--- config.mk ---
export PLATFORM = sky130hd
export DESIGN_NAME = seq_muldiv
export DESIGN_NICKNAME = d
export VERILOG_FILES = /design/src/rtl/seq_muldiv_pkg.sv /design/src/rtl/seq_muldiv_mul_step.sv /design/src/rtl/seq_muldiv_div_step.sv /design/src/rtl/seq_muldiv.sv
export SDC_FILE = /design/constraint.sdc
export NUM_CORES = 1
export LEC_CHECK = 0
export ABC_AREA = 0
export ABC_CLOCK_PERIOD_IN_PS = 7500
export BUFFER_PORTS_ARGS = -buffer_cell sky130_fd_sc_hd__buf_2
export CELL_PAD_IN_SITES_DETAIL_PLACEMENT = 2
export CELL_PAD_IN_SITES_GLOBAL_PLACEMENT = 2
export CORE_ASPECT_RATIO = 1.2
export CORE_MARGIN = 2
export CORE_UTILIZATION = 34
export CTS_CLUSTER_DIAMETER = 50
export CTS_CLUSTER_SIZE = 40
export DETAILED_ROUTE_END_ITERATION = 10
export GPL_ROUTABILITY_DRIVEN = 0
export PLACE_DENSITY = 0.81
export SYNTH_ARGS = -nofsm -noshare
export SYNTH_HDL_FRONTEND = slang
export SYNTH_SLANG_ARGS = --single-unit
--- constraint.sdc ---
create_clock -name clk -period 7.5 [get_ports clk]
set_input_delay 1.125 -clock clk [delete_from_list [all_inputs] [get_ports clk]]
set_output_delay 1.125 -clock clk [all_outputs]
set_load 0.1 [all_outputs]
--- src/rtl/seq_muldiv_pkg.sv ---
`timescale 1ns/1ps
package seq_muldiv_pkg;

    typedef enum logic {
        OP_MUL = 1'b0,
        OP_DIV = 1'b1
    } mdu_op_e;

endpackage

--- src/rtl/seq_muldiv_mul_step.sv ---
`timescale 1ns/1ps
// One radix-2^STEP_BITS multiply step, most significant digit first:
// the partial product is shifted up one digit and the next digit's
// contribution is added.
module seq_muldiv_mul_step #(
    parameter int WIDE_W    = 16,
    parameter int NARROW_W  = 8,
    parameter int STEP_BITS = 4
) (
    input  logic [WIDE_W+NARROW_W-1:0] work_i,
    input  logic [WIDE_W-1:0]          mpl_i,
    input  logic [NARROW_W-1:0]        mcand_i,
    output logic [WIDE_W+NARROW_W-1:0] work_o,
    output logic [WIDE_W-1:0]          mpl_o
);
    localparam int PROD_W = WIDE_W + NARROW_W;
    localparam int PART_W = NARROW_W + STEP_BITS;

    logic [STEP_BITS-1:0] digit;
    logic [PART_W-1:0]    part;

    assign digit  = mpl_i[WIDE_W-1 -: STEP_BITS];
    assign part   = {{STEP_BITS{1'b0}}, mcand_i} * {{NARROW_W{1'b0}}, digit};
    assign work_o = (work_i << STEP_BITS) + PROD_W'(part);
    assign mpl_o  = mpl_i << STEP_BITS;
endmodule

--- src/rtl/seq_muldiv_div_step.sv ---
`timescale 1ns/1ps
// STEP_BITS restoring-division bits per cycle. Dividend bits leave the
// top of quo while quotient bits enter at the bottom.
module seq_muldiv_div_step #(
    parameter int WIDE_W    = 16,
    parameter int NARROW_W  = 8,
    parameter int STEP_BITS = 4
) (
    input  logic [NARROW_W-1:0] rem_i,
    input  logic [WIDE_W-1:0]   quo_i,
    input  logic [NARROW_W-1:0] dvs_i,
    output logic [NARROW_W-1:0] rem_o,
    output logic [WIDE_W-1:0]   quo_o
);
    always_comb begin
        logic [NARROW_W:0]   trial;
        logic                take;
        logic [NARROW_W-1:0] rem;
        logic [WIDE_W-1:0]   quo;
        rem = rem_i;
        quo = quo_i;
        for (int i = 0; i < STEP_BITS; i++) begin
            trial = {rem, quo[WIDE_W-1]};
            take  = (trial >= {1'b0, dvs_i});
            rem   = take ? NARROW_W'(trial - {1'b0, dvs_i}) : trial[NARROW_W-1:0];
            quo   = {quo[WIDE_W-2:0], take};
        end
        rem_o = rem;
        quo_o = quo;
    end
endmodule

--- src/rtl/seq_muldiv.sv ---
`timescale 1ns/1ps
module seq_muldiv
    import seq_muldiv_pkg::*;
#(
    parameter int NARROW_W  = 8,
    parameter int LATENCY   = 7,
    parameter int STEP_BITS = 4
) (
    input  logic                clk,
    input  logic                rst_n,
    input  logic                start_i,
    input  logic                div_i,
    input  logic [NARROW_W-1:0] acc_i,
    input  logic [NARROW_W-1:0] c_i,
    input  logic [NARROW_W-1:0] b_i,
    output logic [NARROW_W-1:0] acc_o,
    output logic [NARROW_W-1:0] c_o,
    output logic [NARROW_W-1:0] b_o,
    output logic                cy_o,
    output logic                ov_o,
    output logic                done_o
);
    localparam int WIDE_W = 2 * NARROW_W;
    localparam int PROD_W = WIDE_W + NARROW_W;
    localparam int STEPS  = WIDE_W / STEP_BITS;
    localparam int CNT_W  = $clog2(LATENCY + 1);

    typedef struct packed {
        logic                busy;
        mdu_op_e             op;
        logic [CNT_W-1:0]    cnt;
        logic [NARROW_W-1:0] opnd;
        logic [WIDE_W-1:0]   mpl;
        logic [PROD_W-1:0]   work;
        logic                ov;
        logic                done;
    } state_t;

    state_t s_d, s_q;

    logic [PROD_W-1:0]   mul_work_d;
    logic [WIDE_W-1:0]   mul_mpl_d;
    logic [NARROW_W-1:0] div_rem_d;
    logic [WIDE_W-1:0]   div_quo_d;

    seq_muldiv_mul_step #(
        .WIDE_W(WIDE_W), .NARROW_W(NARROW_W), .STEP_BITS(STEP_BITS)
    ) u_mul_step (
        .work_i  (s_q.work),
        .mpl_i   (s_q.mpl),
        .mcand_i (s_q.opnd),
        .work_o  (mul_work_d),
        .mpl_o   (mul_mpl_d)
    );

    seq_muldiv_div_step #(
        .WIDE_W(WIDE_W), .NARROW_W(NARROW_W), .STEP_BITS(STEP_BITS)
    ) u_div_step (
        .rem_i (s_q.work[PROD_W-1 -: NARROW_W]),
        .quo_i (s_q.work[WIDE_W-1:0]),
        .dvs_i (s_q.opnd),
        .rem_o (div_rem_d),
        .quo_o (div_quo_d)
    );

    always_comb begin
        s_d      = s_q;
        s_d.done = 1'b0;
        if (!s_q.busy) begin
            if (start_i) begin
                s_d.busy = 1'b1;
                s_d.op   = div_i ? OP_DIV : OP_MUL;
                s_d.cnt  = '0;
                s_d.opnd = b_i;
                s_d.mpl  = {acc_i, c_i};
                s_d.work = div_i ? {{NARROW_W{1'b0}}, acc_i, c_i} : '0;
            end
        end else begin
            s_d.cnt = s_q.cnt + 1'b1;
            if (s_q.cnt < CNT_W'(STEPS)) begin
                if (s_q.op == OP_DIV) begin
                    s_d.work = {div_rem_d, div_quo_d};
                end else begin
                    s_d.work = mul_work_d;
                    s_d.mpl  = mul_mpl_d;
                end
            end
            if (s_q.cnt == CNT_W'(LATENCY - 1)) begin
                s_d.busy = 1'b0;
                s_d.done = 1'b1;
                if (s_q.op == OP_DIV)
                    s_d.ov = (s_q.work[PROD_W-1 -: NARROW_W] == '0) || (s_q.opnd == '0);
                else
                    s_d.ov = (s_q.work[PROD_W-1 -: NARROW_W] != '0);
            end
        end
    end

    always_ff @(posedge clk or negedge rst_n) begin
        if (!rst_n) s_q <= '0;
        else        s_q <= s_d;
    end

    assign b_o    = s_q.work[PROD_W-1 -: NARROW_W];
    assign acc_o  = s_q.work[WIDE_W-1 -: NARROW_W];
    assign c_o    = s_q.work[NARROW_W-1:0];
    assign cy_o   = 1'b0;
    assign ov_o   = s_q.ov;
    assign done_o = s_q.done;
endmodule

# After elaboration in Yosys (flattened, before gate mapping)
# Index checks and enable logic that the tools add are counted.
dict set report classes {
  n_addsub 6
  multipliers 1
  div_mod_pow 0
  order_cmp 5
  n_eq_ne 3
  shift 0
  mux 17
  n_bitwise 1
  n_reduce_logical 9
}
# cell n
set ops {}
lappend ops {{2-to-1 mux 40 bit} 2}
lappend ops {{2-to-1 mux 53 bit} 1}
lappend ops {{greater-or-equal comparator 9 x 8 -> 1 bit} 4}
lappend ops {{2-to-1 mux 16 bit} 2}
lappend ops {{2-to-1 mux 8 bit} 4}
lappend ops {{subtractor 8 bit} 4}
lappend ops {{adder 24 x 12 -> 24 bit} 1}
lappend ops {{2-to-1 mux 24 bit} 1}
lappend ops {{logical NOT 8 bit} 2}
lappend ops {{multiplier 8 x 4 -> 12 bit} 1}
lappend ops {{nonzero test 8 bit} 1}
lappend ops {{2-to-1 mux 1 bit} 6}
lappend ops {{AND reduction 2 bit} 3}
lappend ops {{adder 3 x 1 -> 3 bit, second input constant} 1}
lappend ops {{== test 3 bit, second input constant} 1}
lappend ops {{less-than comparator 3 bit, second input constant} 1}
lappend ops {{2-to-1 mux 3 bit} 1}
lappend ops {{AND reduction 3 bit} 1}
lappend ops {{inequality test 2 x 1 -> 1 bit, second input constant} 1}
lappend ops {{inequality test 2 bit, second input constant} 1}
lappend ops {{nonzero test 2 bit} 1}
lappend ops {{logical OR 1 bit} 1}
lappend ops {{NOT 1 bit} 1}
dict set report word_totals {
  ff_bits 55
  latch_bits 0
  mem_bits_rw 0
  rom_bits 0
  input_bits 28
  output_inout_bits 27
  wordCells 50
  mem_count 0
}

# Longest topological paths before layout
dict set report depth {
  word_depth 11
  ltp_mapped 35
  mapped_depth_nobuf 35
}

# Hierarchy
# A second synthesis with hierarchy kept.
dict set report unflattened {
  cells_unflattened 728
  hier_area_um2 6448.7
}
# mod instances cells_per_inst area_each_um2
set modules_own_cells {}
lappend modules_own_cells {seq_muldiv 1 273 2894.0}
lappend modules_own_cells {seq_muldiv_div_step 1 258 1968.1}
lappend modules_own_cells {seq_muldiv_mul_step 1 197 1586.5}

# Worst setup path before layout
# No wires, ideal clock.
dict set report synth_timing {
  path_kind {register to register}
  from {reg s_q[43] (netlist bit)}
  to {reg s_q, in the netlist b_o[1]}
  arrival_time_ns 7.559
  slack_ns -0.149
  stages_incl_launch_ff 35
  path_cell_list {dfrtp_1 -> inv_1 -> ha_1 -> nand2b_1 -> a21oi_2 -> o221ai_2 -> nand2_1 -> o21ai_0 -> inv_1 -> ha_1 -> nor2b_1 -> o31a_1 -> o21ai_0 -> nand2b_1 -> nor4b_4 -> mux2_2 -> inv_1 -> ha_1 -> nor2b_1 -> o21ai_0 -> a21oi_1 -> o41ai_1 -> o21ai_0 -> o21bai_1 -> and2_1 -> a21o_1 -> ha_1 -> or2_2 -> a21oi_1 -> a21oi_1 -> o21ai_0 -> nand2b_1 -> a221oi_4 -> mux2_4 -> o221ai_1}
}
dict set report synth_via {
  elab_chain_len 11
  word_cells_on_any_way 17
  classes_between {5 x add/sub; 1 x mul; 4 x order compare; 7 x mux}
}
# element line_no
set synth_rtl {}
lappend synth_rtl {{from (decl)} seq_muldiv.sv:39} ;# state_t s_d, s_q;
lappend synth_rtl {{from (signal assigned)} seq_muldiv.sv:100} ;# if (!rst_n) s_q <= '0;
lappend synth_rtl {{from (signal assigned)} seq_muldiv.sv:101} ;# else s_q <= s_d;
lappend synth_rtl {{subtractor 8 bit or greater-or-equal comparator 9 x 8 -> 1 bit (tied branches)} {seq_muldiv_div_step.sv:25, seq_muldiv_div_step.sv:24}}
lappend synth_rtl {{2-to-1 mux 8 bit} seq_muldiv_div_step.sv:25} ;# rem = take ? NARROW_W'(trial - {1'b0, dvs_i}) : trial[NARROW_W-1:0];
lappend synth_rtl {{subtractor 8 bit or greater-or-equal comparator 9 x 8 -> 1 bit (tied branches)} {seq_muldiv_div_step.sv:25, seq_muldiv_div_step.sv:24}}
lappend synth_rtl {{2-to-1 mux 8 bit} seq_muldiv_div_step.sv:25}
lappend synth_rtl {{greater-or-equal comparator 9 x 8 -> 1 bit or subtractor 8 bit (tied branches)} {seq_muldiv_div_step.sv:24, seq_muldiv_div_step.sv:25}}
lappend synth_rtl {{2-to-1 mux 8 bit} seq_muldiv_div_step.sv:25}
lappend synth_rtl {{subtractor 8 bit or greater-or-equal comparator 9 x 8 -> 1 bit (tied branches)} {seq_muldiv_div_step.sv:25, seq_muldiv_div_step.sv:24}}
lappend synth_rtl {{2-to-1 mux 8 bit} seq_muldiv_div_step.sv:25}
lappend synth_rtl {{2-to-1 mux 24 bit *} seq_muldiv.sv:81} ;# if (s_q.op == OP_DIV) begin
lappend synth_rtl {{2-to-1 mux 40 bit *} seq_muldiv.sv:80} ;# if (s_q.cnt < CNT_W'(STEPS)) begin
lappend synth_rtl {{2-to-1 mux 40 bit *} seq_muldiv.sv:69} ;# if (!s_q.busy) begin
# Every way passes the cells marked *; elsewhere a longest branch is shown, timed or not. The select of a mux whose other input is x is not followed.
# A chain may end at the register's enable or synchronous reset.

# Worst setup path in the final report
dict set report layout_timing {
  from {reg s_q[48] (netlist bit)}
  to {reg s_q, in the netlist b_o[6]}
}
# Same word-level chain as after synthesis.

==> flow_metrics.env <==
export IMPL_dieHeight_um=146
export IMPL_vias_per_cell=5.94
export IMPL_cts_tree="yes"
export IMPL_fin_skew_ns=0.0270
export IMPL_worstPathArrival_ns=7.61
export IMPL_cts_buffers=5
export IMPL_syn_nets=763
export IMPL_avgSynthCellArea_sq_um=8.70
export IMPL_ys_types=65
export IMPL_grt_use_total_pct=25.9
export IMPL_routed_via_count=5644
export IMPL_synth_xor_area_share_pct=5.66
export IMPL_drt_iter0_markers=381
export IMPL_max_freq_mhz=134
export IMPL_critPathMaxFanout=6
export IMPL_start_kind="flop"
export IMPL_tightest_slew_ns=1.22
export IMPL_yosysSeqAreaShare_pct=24.0
export IMPL_fin_crit_ns=7.47
export IMPL_required_ns=7.64
export IMPL_drc=0
export IMPL_synth_fa_ha_area_share_pct=19.9
export IMPL_r2r_setup_slack_ns=0.03
export IMPL_grt_pass1_vias=6350
export IMPL_synth_top_area_share_pct=24.0
export IMPL_setup_worst_path_start="s_q[48]"
export IMPL_synth_top_family_by_area="compound AO/OA/AOI/OAI gates"
export IMPL_synth_area_mux_share_pct=4.98
export IMPL_layout_common_cells="nand2_1 (72), buf_4 (66), buf_2 (53)"
export IMPL_grt_max_degree=56
export IMPL_synth_edff_count=0
export IMPL_whs_ns=0.512
export IMPL_core_sq_mm=0.0163
export IMPL_synth_simple_area_share_pct=16.1
export IMPL_fin_crit_sh_pct=99.6
export IMPL_layout_commonest_cell="nand2_1"
export IMPL_cts_htree_levels=2
export IMPL_fin_util_pct=43.6
export IMPL_ioPinCount=55
export IMPL_critPathSlowestCell="dfrtp_1"
export IMPL_wl_per_cell_um=27.9
export IMPL_antenna_left=0
export IMPL_drt_wl_total_um=26500
export IMPL_synth_area_top_cells="dfrtp_1 (24%), ha_1 (12%), fa_1 (8.0%), nand2_1 (4.9%), o21ai_0 (4.6%)"
export IMPL_rows=51
export IMPL_synth_seq_cells=55
export IMPL_antenna_found_initial=0
export IMPL_area_growth_pct=24.5
export IMPL_hp_class="flop to flop"
export IMPL_fp_dieW_um=122
export IMPL_post_dp_hpwl_um=17800
export IMPL_diodes=0
export IMPL_hold_violations=0
export IMPL_timing_rr_start="s_q[48]"
export IMPL_clock_path_buffers=2
export IMPL_yosysTopAreaCell="dfrtp_1"
export IMPL_grt_ovfl_total=0
export IMPL_maxCapViolations=0
export IMPL_setup_violations=0
export IMPL_r2r_end="b_o[6]"
export IMPL_fin_nets=843
export IMPL_synth_compound_area_share_pct=21.3
export IMPL_clk_pin_slew_ns=0.09
export IMPL_initial_core_util_pct=35.0
export IMPL_endpoint="b_o[6]"
export IMPL_dp_cells=923
export IMPL_outcome="complete, no violations"
export IMPL_crit_top_cell="o21ai_2"
export IMPL_port_buffers=53
export IMPL_drive_above_1_share_pct=29.9
export IMPL_path_class="flop to flop"
export IMPL_synth_area_sq_mm=0.00572
export IMPL_async_reset_ff_share_pct=100
export IMPL_cpPeakStageDelay_ns=0.41
export IMPL_end_kind="flop"
export IMPL_drv_slew=0
export IMPL_cts_sinks=55
export IMPL_dieArea_sq_mm=0.0179
export IMPL_min_path_cells=2
export IMPL_synth_top_flop_cell="dfrtp_1"
export IMPL_dr_pass1_iters=7
export IMPL_yosysWarnings=0
export IMPL_rr_worst_depth=33
export IMPL_grt_pass1_wl_um=35600
export IMPL_relSlewSlack_pct=18.9
export IMPL_layout_cells_non_filler=950
export IMPL_ctsRootBufferMaster="clkbuf_16"
export IMPL_synth_cells=658
export IMPL_clock_latency_ns=0.31
## how the worst min path moves through the flow
stage	startpoint	to
finish	s_q[34]	s_q[34]
global route	s_q[34]	s_q[34]
CTS	s_q[34]	s_q[34]
detailed placement	s_q[34]	s_q[34]
global placement	s_q[37]	s_q[37]
floorplan	s_q[30]	s_q[30]
## repair_timing
item / CTS / global route
hold buffers: 0 / 0
gates resized for setup: 23 / 72
setup endpoints to repair: 9 / 9
pin swaps: 6 / 30
buffers inserted: 5 / 15
## sequential cells by signal, summed over array words and instances, names as in the netlist
| signal | count |
|---|---|
| c_o | 8 |
| s_q | 29 |
| acc_o | 8 |
| done_o | 1 |
| b_o | 8 |
| ov_o | 1 |
## per-layer routing
layer | up-vias | part of all wire, % | track usage (%)
met4 | 0 | 5.5 | 13.7
met3 | 81 | 3.5 | 2.70
met2 | 190 | 54 | 46.6
met5 | - | 0 | 0
met1 | 2919 | 37 | 29.6
li1 | 2454 | - | -
## metrics by stage
stage	setup TNS (ns)	worst slack [ns]	area (sq um)
3_5_place_dp	-5.43	-0.683	6360
2_1_floorplan	0	0.0162	5720
6_report	0	0.0290	7130
5_1_grt	-2.12	-0.300	7130
3_3_place_gp	0	0.0308	6360
4_1_cts	0	0.0250	6630
## kinds of logic after synthesis
kind of cell / count (synthesis)
other: 1
adder cells (fa/ha/maj): 77
AO/OA/AOI/OAI: 175
XOR/XNOR: 37
flip-flops: 55
multiplexers: 26
buffers and inverters: 98
AND/OR/NAND/NOR: 189
## synthesized netlist by cell type (4+ instances only)
| master | instances |
|---|---|
| nor2_1 | 38 |
| a221oi_1 | 13 |
| and2_1 | 17 |
| a22oi_1 | 14 |
| ha_1 | 54 |
| nand2b_1 | 11 |
| nor4_1 | 4 |
| o21ai_0 | 53 |
| fa_1 | 23 |
| nand3_1 | 6 |
| mux2i_1 | 9 |
| o21bai_1 | 5 |
| a211oi_1 | 5 |
| a21oi_1 | 25 |
| nand2_1 | 74 |
| dfrtp_1 | 55 |
| nor2b_1 | 11 |
| xnor2_1 | 27 |
| mux2_2 | 16 |
| clkbuf_1 | 22 |
| inv_1 | 49 |
| buf_4 | 25 |
| a21o_1 | 13 |
| o221ai_1 | 5 |
| a22o_1 | 4 |
| xor2_1 | 10 |
| nand4_1 | 8 |
| o21a_1 | 6 |
| nor3_1 | 8 |
## worst max-delay path, delay by kind of cell, from the launching register on
| family | cells | cell delay, ns |
|---|---|---|
| buf+inv | 5 | 0.61 |
| mux | 3 | 1.03 |
| simple gates | 7 | 1.08 |
| fa+ha+maj | 4 | 1.15 |
| compound gates | 14 | 2.98 |
| flops | 1 | 0.41 |
## layout make-up
| class | count | area [sq um] |
|---|---|---|
| Sequential cell | 55 | 1380 |
| Tap cell | 212 | 265 |
| Clock buffer | 5 | 125 |
| Multi-Input combinational cell | 505 | 4350 |
| Timing Repair Buffer | 122 | 803 |
| Inverter | 49 | 184 |
| Fill cell | 1784 | 9210 |
| Clock inverter | 2 | 16.3 |
Power is left out: the tool's default activity adds up to more than one toggle a clock period on the data nets, which glitch-free logic cannot reach.
